[config.mk]
export PLATFORM = sky130hd
export DESIGN_NAME = frame_serializer
export DESIGN_NICKNAME = d
export VERILOG_FILES = /design/src/rtl/ser_pkg.sv /design/src/rtl/ser_cfg_regs.sv /design/src/rtl/ser_pattern_sel.sv /design/src/rtl/ser_shift_out.sv /design/src/rtl/frame_serializer.sv
export SDC_FILE = /design/constraint.sdc
export NUM_CORES = 1
export LEC_CHECK = 0
export ABC_CLOCK_PERIOD_IN_PS = 1170
export CAP_MARGIN = 20
export CORE_ASPECT_RATIO = 0.7
export CORE_UTILIZATION = 35
export CTS_CLUSTER_SIZE = 40
export DETAILED_ROUTE_END_ITERATION = 16
export GPL_TIMING_DRIVEN = 0
export PLACE_DENSITY_LB_ADDON = 0.3
export SLEW_MARGIN = 20
export SYNTH_ARGS = -nofsm -noshare
export SYNTH_HDL_FRONTEND = slang
export SYNTH_SLANG_ARGS = --single-unit
[constraint.sdc]
create_clock -name clk -period 1.17 [get_ports clk]
set_clock_uncertainty 0.05 [all_clocks]
set_input_delay 0.1755 -clock clk [delete_from_list [all_inputs] [get_ports clk]]
set_output_delay 0.1755 -clock clk [all_outputs]
set_load 0.05 [all_outputs]
[src/rtl/ser_pkg.sv]
// Shared types for the framed serializer.
// Assumes a 2-bit mode field; encoding values are visible at the register port.
package ser_pkg;
    typedef enum logic [1:0] {
        MODE_NORMAL = 2'd0,
        MODE_DESKEW = 2'd1,
        MODE_SYNC   = 2'd2,
        MODE_CUSTOM = 2'd3
    } mode_e;

    localparam logic [1:0] ADDR_MODE   = 2'd0;
    localparam logic [1:0] ADDR_CUSTOM = 2'd1;
endpackage

[src/rtl/ser_cfg_regs.sv]
// Configuration registers: mode select and custom word.
// Assumes one write per cycle; unmapped addresses are dropped; reset clears all to 0.
module ser_cfg_regs #(
    parameter int WORD_W = 12,
    parameter int ADDR_W = 2
) (
    input  logic                clk,
    input  logic                rst_n,
    input  logic                we,
    input  logic [ADDR_W-1:0]   addr,
    input  logic [WORD_W-1:0]   wdata,
    output ser_pkg::mode_e      mode,
    output logic [WORD_W-1:0]   custom
);
    localparam logic [ADDR_W-1:0] A_MODE = ADDR_W'(ser_pkg::ADDR_MODE);
    localparam logic [ADDR_W-1:0] A_CUST = ADDR_W'(ser_pkg::ADDR_CUSTOM);

    // Register update on writes to mapped addresses only.
    always_ff @(posedge clk) begin
        if (!rst_n) begin
            mode   <= ser_pkg::MODE_NORMAL;
            custom <= '0;
        end else if (we) begin
            if (addr == A_MODE) begin
                mode <= ser_pkg::mode_e'(wdata[1:0]);
            end
            if (addr == A_CUST) begin
                custom <= wdata;
            end
        end
    end
endmodule

[src/rtl/ser_pattern_sel.sv]
// Selects the word to be serialized: live data or one of the test patterns.
// Deskew and sync words are built per bit by generate loops, MSB sent first.
module ser_pattern_sel #(
    parameter int WORD_W = 12
) (
    input  ser_pkg::mode_e      mode,
    input  logic [WORD_W-1:0]   data,
    input  logic [WORD_W-1:0]   custom,
    output logic [WORD_W-1:0]   word
);
    logic [WORD_W-1:0] deskew_w;
    logic [WORD_W-1:0] sync_w;

    // Deskew: bit i is 1 when i is even, so time order starts 0,1,0,1.
    // Sync: low half of the word is 1, so the first half in time is 0.
    for (genvar i = 0; i < WORD_W; i++) begin : g_pat
        assign deskew_w[i] = ((i % 2) == 0);
        assign sync_w[i]   = (i < WORD_W / 2);
    end

    // Mode multiplexer.
    always_comb begin
        unique case (mode)
            ser_pkg::MODE_DESKEW: word = deskew_w;
            ser_pkg::MODE_SYNC:   word = sync_w;
            ser_pkg::MODE_CUSTOM: word = custom;
            default:              word = data;
        endcase
    end
endmodule

[src/rtl/ser_shift_out.sv]
// Holding/shift register that sends LANE_W bits per clock, MSB first, and the frame clock.
// Assumes strobes come only in the final slot of a frame or while idle.
module ser_shift_out #(
    parameter int WORD_W = 12,
    parameter int LANE_W = 2
) (
    input  logic                clk,
    input  logic                rst_n,
    input  logic                stb,
    input  logic [WORD_W-1:0]   word,
    input  ser_pkg::mode_e      mode_in,
    output logic [LANE_W-1:0]   lane,
    output logic                fclk,
    output ser_pkg::mode_e      mode_act
);
    localparam int SLOTS = WORD_W / LANE_W;
    localparam int CNT_W = $clog2(SLOTS + 1);
    localparam logic [CNT_W-1:0] LAST = CNT_W'(SLOTS - 1);
    localparam logic [CNT_W-1:0] HALF = CNT_W'(SLOTS / 2);

    logic [WORD_W-1:0] shreg;
    logic [CNT_W-1:0]  slot;
    logic              active;

    // Load on strobe, shift each cycle, fall idle after the last slot.
    always_ff @(posedge clk) begin
        if (!rst_n) begin
            shreg    <= '0;
            slot     <= '0;
            active   <= 1'b0;
            mode_act <= ser_pkg::MODE_NORMAL;
        end else if (stb) begin
            shreg    <= word;
            slot     <= '0;
            active   <= 1'b1;
            mode_act <= mode_in;
        end else if (active) begin
            if (slot == LAST) begin
                shreg  <= '0;
                active <= 1'b0;
            end else begin
                shreg <= shreg << LANE_W;
                slot  <= slot + 1'b1;
            end
        end
    end

    // Output taps: top bits of the shift register and the half-frame flag.
    always_comb begin
        lane = shreg[WORD_W-1 -: LANE_W];
        fclk = active && (slot < HALF);
    end
endmodule

[src/rtl/frame_serializer.sv]
// Top level: configuration registers, pattern selection and the two-bit-per-cycle shifter.
// Assumes clk is the bit-rate clock (six cycles per word) and word_stb is a one-cycle pulse.
module frame_serializer #(
    parameter int WORD_W = 12,
    parameter int LANE_W = 2,
    parameter int ADDR_W = 2
) (
    input  logic                clk,
    input  logic                rst_n,
    input  logic                word_stb,
    input  logic [WORD_W-1:0]   word_in,
    input  logic                cfg_we,
    input  logic [ADDR_W-1:0]   cfg_addr,
    input  logic [WORD_W-1:0]   cfg_wdata,
    output logic [LANE_W-1:0]   bit_pair,
    output logic                frame_clk
);
    ser_pkg::mode_e     cfg_mode;
    ser_pkg::mode_e     act_mode;
    logic [WORD_W-1:0]  cfg_custom;
    logic [WORD_W-1:0]  sel_word;

    ser_cfg_regs #(.WORD_W(WORD_W), .ADDR_W(ADDR_W)) u_cfg (
        .clk(clk), .rst_n(rst_n), .we(cfg_we), .addr(cfg_addr),
        .wdata(cfg_wdata), .mode(cfg_mode), .custom(cfg_custom)
    );

    ser_pattern_sel #(.WORD_W(WORD_W)) u_sel (
        .mode(cfg_mode), .data(word_in), .custom(cfg_custom), .word(sel_word)
    );

    ser_shift_out #(.WORD_W(WORD_W), .LANE_W(LANE_W)) u_shift (
        .clk(clk), .rst_n(rst_n), .stb(word_stb), .word(sel_word),
        .mode_in(cfg_mode), .lane(bit_pair), .fclk(frame_clk), .mode_act(act_mode)
    );
endmodule

==> results.md <==
* Outcome: finished, violations left
* Failing checks: negative setup slack
* Largest net degree at the start of global routing at 11
* Library cell occupying the most area in the post-synthesis netlist: sky130_fd_sc_hd__dfxtp_1
* Standard cell core area at 3649 um2
* Placed inst area at 1793 um2
* Commonest non-fill, non-tap cells in the layout: sky130_fd_sc_hd__dfxtp_1 (26), sky130_fd_sc_hd__clkdlybuf4s50_1 (24), sky130_fd_sc_hd__nor2_1 (22)
* CTS max path bufs at 2
* Power density relative to cell area at about 1200 nW/um2
* Post-synthesis instance area at roughly 1400 um2
* Total Power Consumption at approximately 2.5 mW
* Post-Synth Simple-Gate Area at 16.56%
* Final period demand of the worst path at between 1 and 1.5 ns
* Synth Register Bits at 30
* Data arrival at the endpoint of the critical path at 1.54 ns
* Area fraction of the dominant cell type after synthesis at 43.44%
* Drt first-iter violations at 57
* Area delta synth->final at 53.57%
* Final-stage net count at 230
* Overall die area at 4210 um2
* Cells after DPL at between 200 and 250
* Synth top area cells: sky130_fd_sc_hd__dfxtp_1 (43%), sky130_fd_sc_hd__mux2i_1 (10%), sky130_fd_sc_hd__nor2_1 (6.2%)
* Layout cells sized above 1 at between 20% and 30%
* Number of placement rows at 18
* Data required, critical path at around 1.3 ns
* TritonCTS clock tree: yes
* Hold-fix buffers, CTS at 0
* RSZ-0062 raised after global routing: true
* Max-cap violation count at 0
* Non-filler instance count after layout at between 200 and 250
* Weighted congestion at the end of routability-driven global placement at a little under 0.9
* Critical Path Fanout Max at 6
* DPL Wire Length at 2549 um
* Remaining Overflow, GRT at 0
* Cell count after synthesis at 152
* GRT Overall Usage at 20.73%
* Internal power of the cells at 1.817 mW
* DRC violation count after routing at 0
* Worst rel slew slack at 64.98%
* # diodes at 0
* Type of the worst setup path: reg -> reg
* CTS Root Cell: sky130_fd_sc_hd__clkbuf_8
* H-tree depth at 2
* Total net switching power at about 0.7 mW
* Via count of the first global-routing pass at 1333
* Transition time at the pin with the least slew margin at 0.5254 ns
* Slew Viols, Final at 0
* First-pass GRT wire length at between 6000 and 7000 um
* Sequential share of power at 45.4%
* Most instantiated flip-flop cell in the synthesis netlist: sky130_fd_sc_hd__dfxtp_1
* Horizontal die dimension at 77.12 um
* Number of nets produced by synthesis at roughly 180
* Switching part of the total at about 27%
* Crit start category: register
* Number of flops mapped to enable cells by yosys at 0
* Inserted Clock Buffers at 5
* Starting Density at 37.89%
* Worst voltage drop across the vdd grid at about 0.0006 V
* Kind of path behind the tightest hold check: in -> reg
* Worst hold slack after final layout at between 0.2 and 0.25 ns
* Pre-Repair DR Iteration Count at 4
* Dominant combinational cell family by area after synthesis: compound AO/OA/AOI/OAI gates
* Clock net sink count at 30
* Max Freq at approximately 720 MHz
* Number of vias after detailed routing at 1343
* Final design area excluding fillers at 2123 um2
* Fraction of synthesis flops using an asynchronous set or reset pin at 0%
* Average wire length per cell after detail routing at 16.41 um
* Post-synthesis area per instance at 9.096 um2
* Final worst-path cycle share at 119.2%
* Clock Power Share at 34.9%
* Static leakage power at 0.8900 nW
* Most frequent standard cell in the layout excluding fill and tap cells: sky130_fd_sc_hd__dfxtp_1
* Relative contribution of combinational cells to total power at about a fifth
* Seq/Total Area, Yosys at between 40% and 50%
* Share of synthesized cell area in full adder, half adder and majority cells at 1.810%
* Multiplexer fraction of the synthesized cell area at 10.14%
* Number of antenna violations at the first check in global routing at 0
* Count of cell types in the netlist at 31
* Drt via density at 5.394
* Final-report hold violation count at 0
* Sort of element at the end of the critical path: register
* Yosys warning total at 0
* Reg clk slew, reported paths at about 0.070 ns
* Complex-gate fraction of the synthesized area at 20.81%
* Number of port buffers at 31
* Routed WL at 4087 um
* Fraction of synthesized cell area in xor and xnor cells at 0.6335%
* Antenna viol nets, final at 0
* Post-route setup slack at -0.2246 ns
* IO Pins at 33
* Clock latency at the later pin of the worst-skew pair at 0.29 ns
* Y dimension of the die at between 50 and 60 um
* Setup violations, final at 11
-- critical path, stage by stage, from the launching register on --
cell,delay [ns]
sky130_fd_sc_hd__dfxtp_4,0.38
sky130_fd_sc_hd__inv_2,0.05
sky130_fd_sc_hd__ha_4,0.16
sky130_fd_sc_hd__a21boi_4,0.15
sky130_fd_sc_hd__buf_6,0.15
sky130_fd_sc_hd__buf_6,0.13
sky130_fd_sc_hd__a221oi_4,0.06
sky130_fd_sc_hd__a211oi_2,0.19
-- per-layer routing --
layer / share of wire, % / global-route usage [%] / vias to the layer above
met5: 0 / 0 / -
met4: 1.4 / 11.01 / 0
met3: 8.0 / 5.500 / 6
met2: 47 / 35.40 / 67
met1: 44 / 24.70 / 621
li1: - / - / 649
-- timing repair --
| action | CTS | global route |
|---|---|---|
| buffers inserted | 6 | 2 |
| resized for setup | 45 | 20 |
| cloned | 1 | 0 |
| pin swaps | 5 | 8 |
| endpoints found under the setup margin | 31 | 30 |
| hold endpoints to repair | 0 | 0 |
-- through the flow --
step | setup slack [ns] | util (%) | TNS (ns)
after floorplan | -0.03361 | - | -0.1177
after global placement | -0.5559 | 49.14 | -9.616
after detailed placement | -0.5710 | 49.14 | -11.03
after CTS | -0.1934 | 55.25 | -1.418
after global routing | -0.2570 | 58.20 | -2.272
final | -0.2246 | 58.20 | -1.562
-- cells in the mapped netlist, drive strengths merged, types with 5 or more instances --
| cell | n |
|---|---|
| nor2 | 23 |
| dfxtp | 30 |
| buf | 9 |
| a221oi | 6 |
| nand2 | 8 |
| o22ai | 5 |
| inv | 5 |
| mux2i | 14 |
| a21oi | 6 |
| a211oi | 6 |
-- layout make-up --
class / instances / area [um2]
buffer: 11 / 95.09
clock buffer: 7 / 86.33
clock inverter: 1 / 5.005
fill: 334 / 1525
inverter: 5 / 23.77
multi-input combinational: 105 / 839.6
sequential: 30 / 615.6
tap: 50 / 62.56
timing repair buffer: 40 / 395.4
-- kinds of logic (layout without fill, tap and decap cells) --
group	count (synthesis)	count (layout)
xor gates and xnor gates	1	1
DFF	30	30
muxes	14	14
adders and majority gates	2	2
and+or+nand+nor	49	49
buffers and inverters	17	64
AOI/OAI and AO/OA	39	39
-- power by group through the flow --
stage | clock (mW) | sequential, mW | combinational [mW]
2_1_floorplan | 0 | 1.13 | 0.238
3_3_place_gp | 0 | 1.14 | 0.389
3_5_place_dp | 0 | 1.14 | 0.398
4_1_cts | 0.862 | 1.13 | 0.446
5_1_grt | 0.916 | 1.14 | 0.530
6_report | 0.872 | 1.13 | 0.493
-- registers in the layout (all words and copies together) (netlist names) --
name            flops
u_cfg.custom       12
u_shift.shreg      12
u_shift.slot        3
u_cfg.mode          2
u_shift.active      1
-- worst paths after layout --
path / startpoint / to / slack [ns] / cells after the start
worst max-delay path: u_shift.slot[1] / u_shift.shreg[6] / -0.22 / 7
worst min-delay path: rst_n / u_shift.shreg[8] / 0.22 / 3
worst max register to register: u_shift.slot[1] / u_shift.shreg[6] / -0.22 / 7
worst min register to register: u_cfg.custom[8] / u_cfg.custom[8] / 0.43 / 2
(Power assumes the default switching activity.)
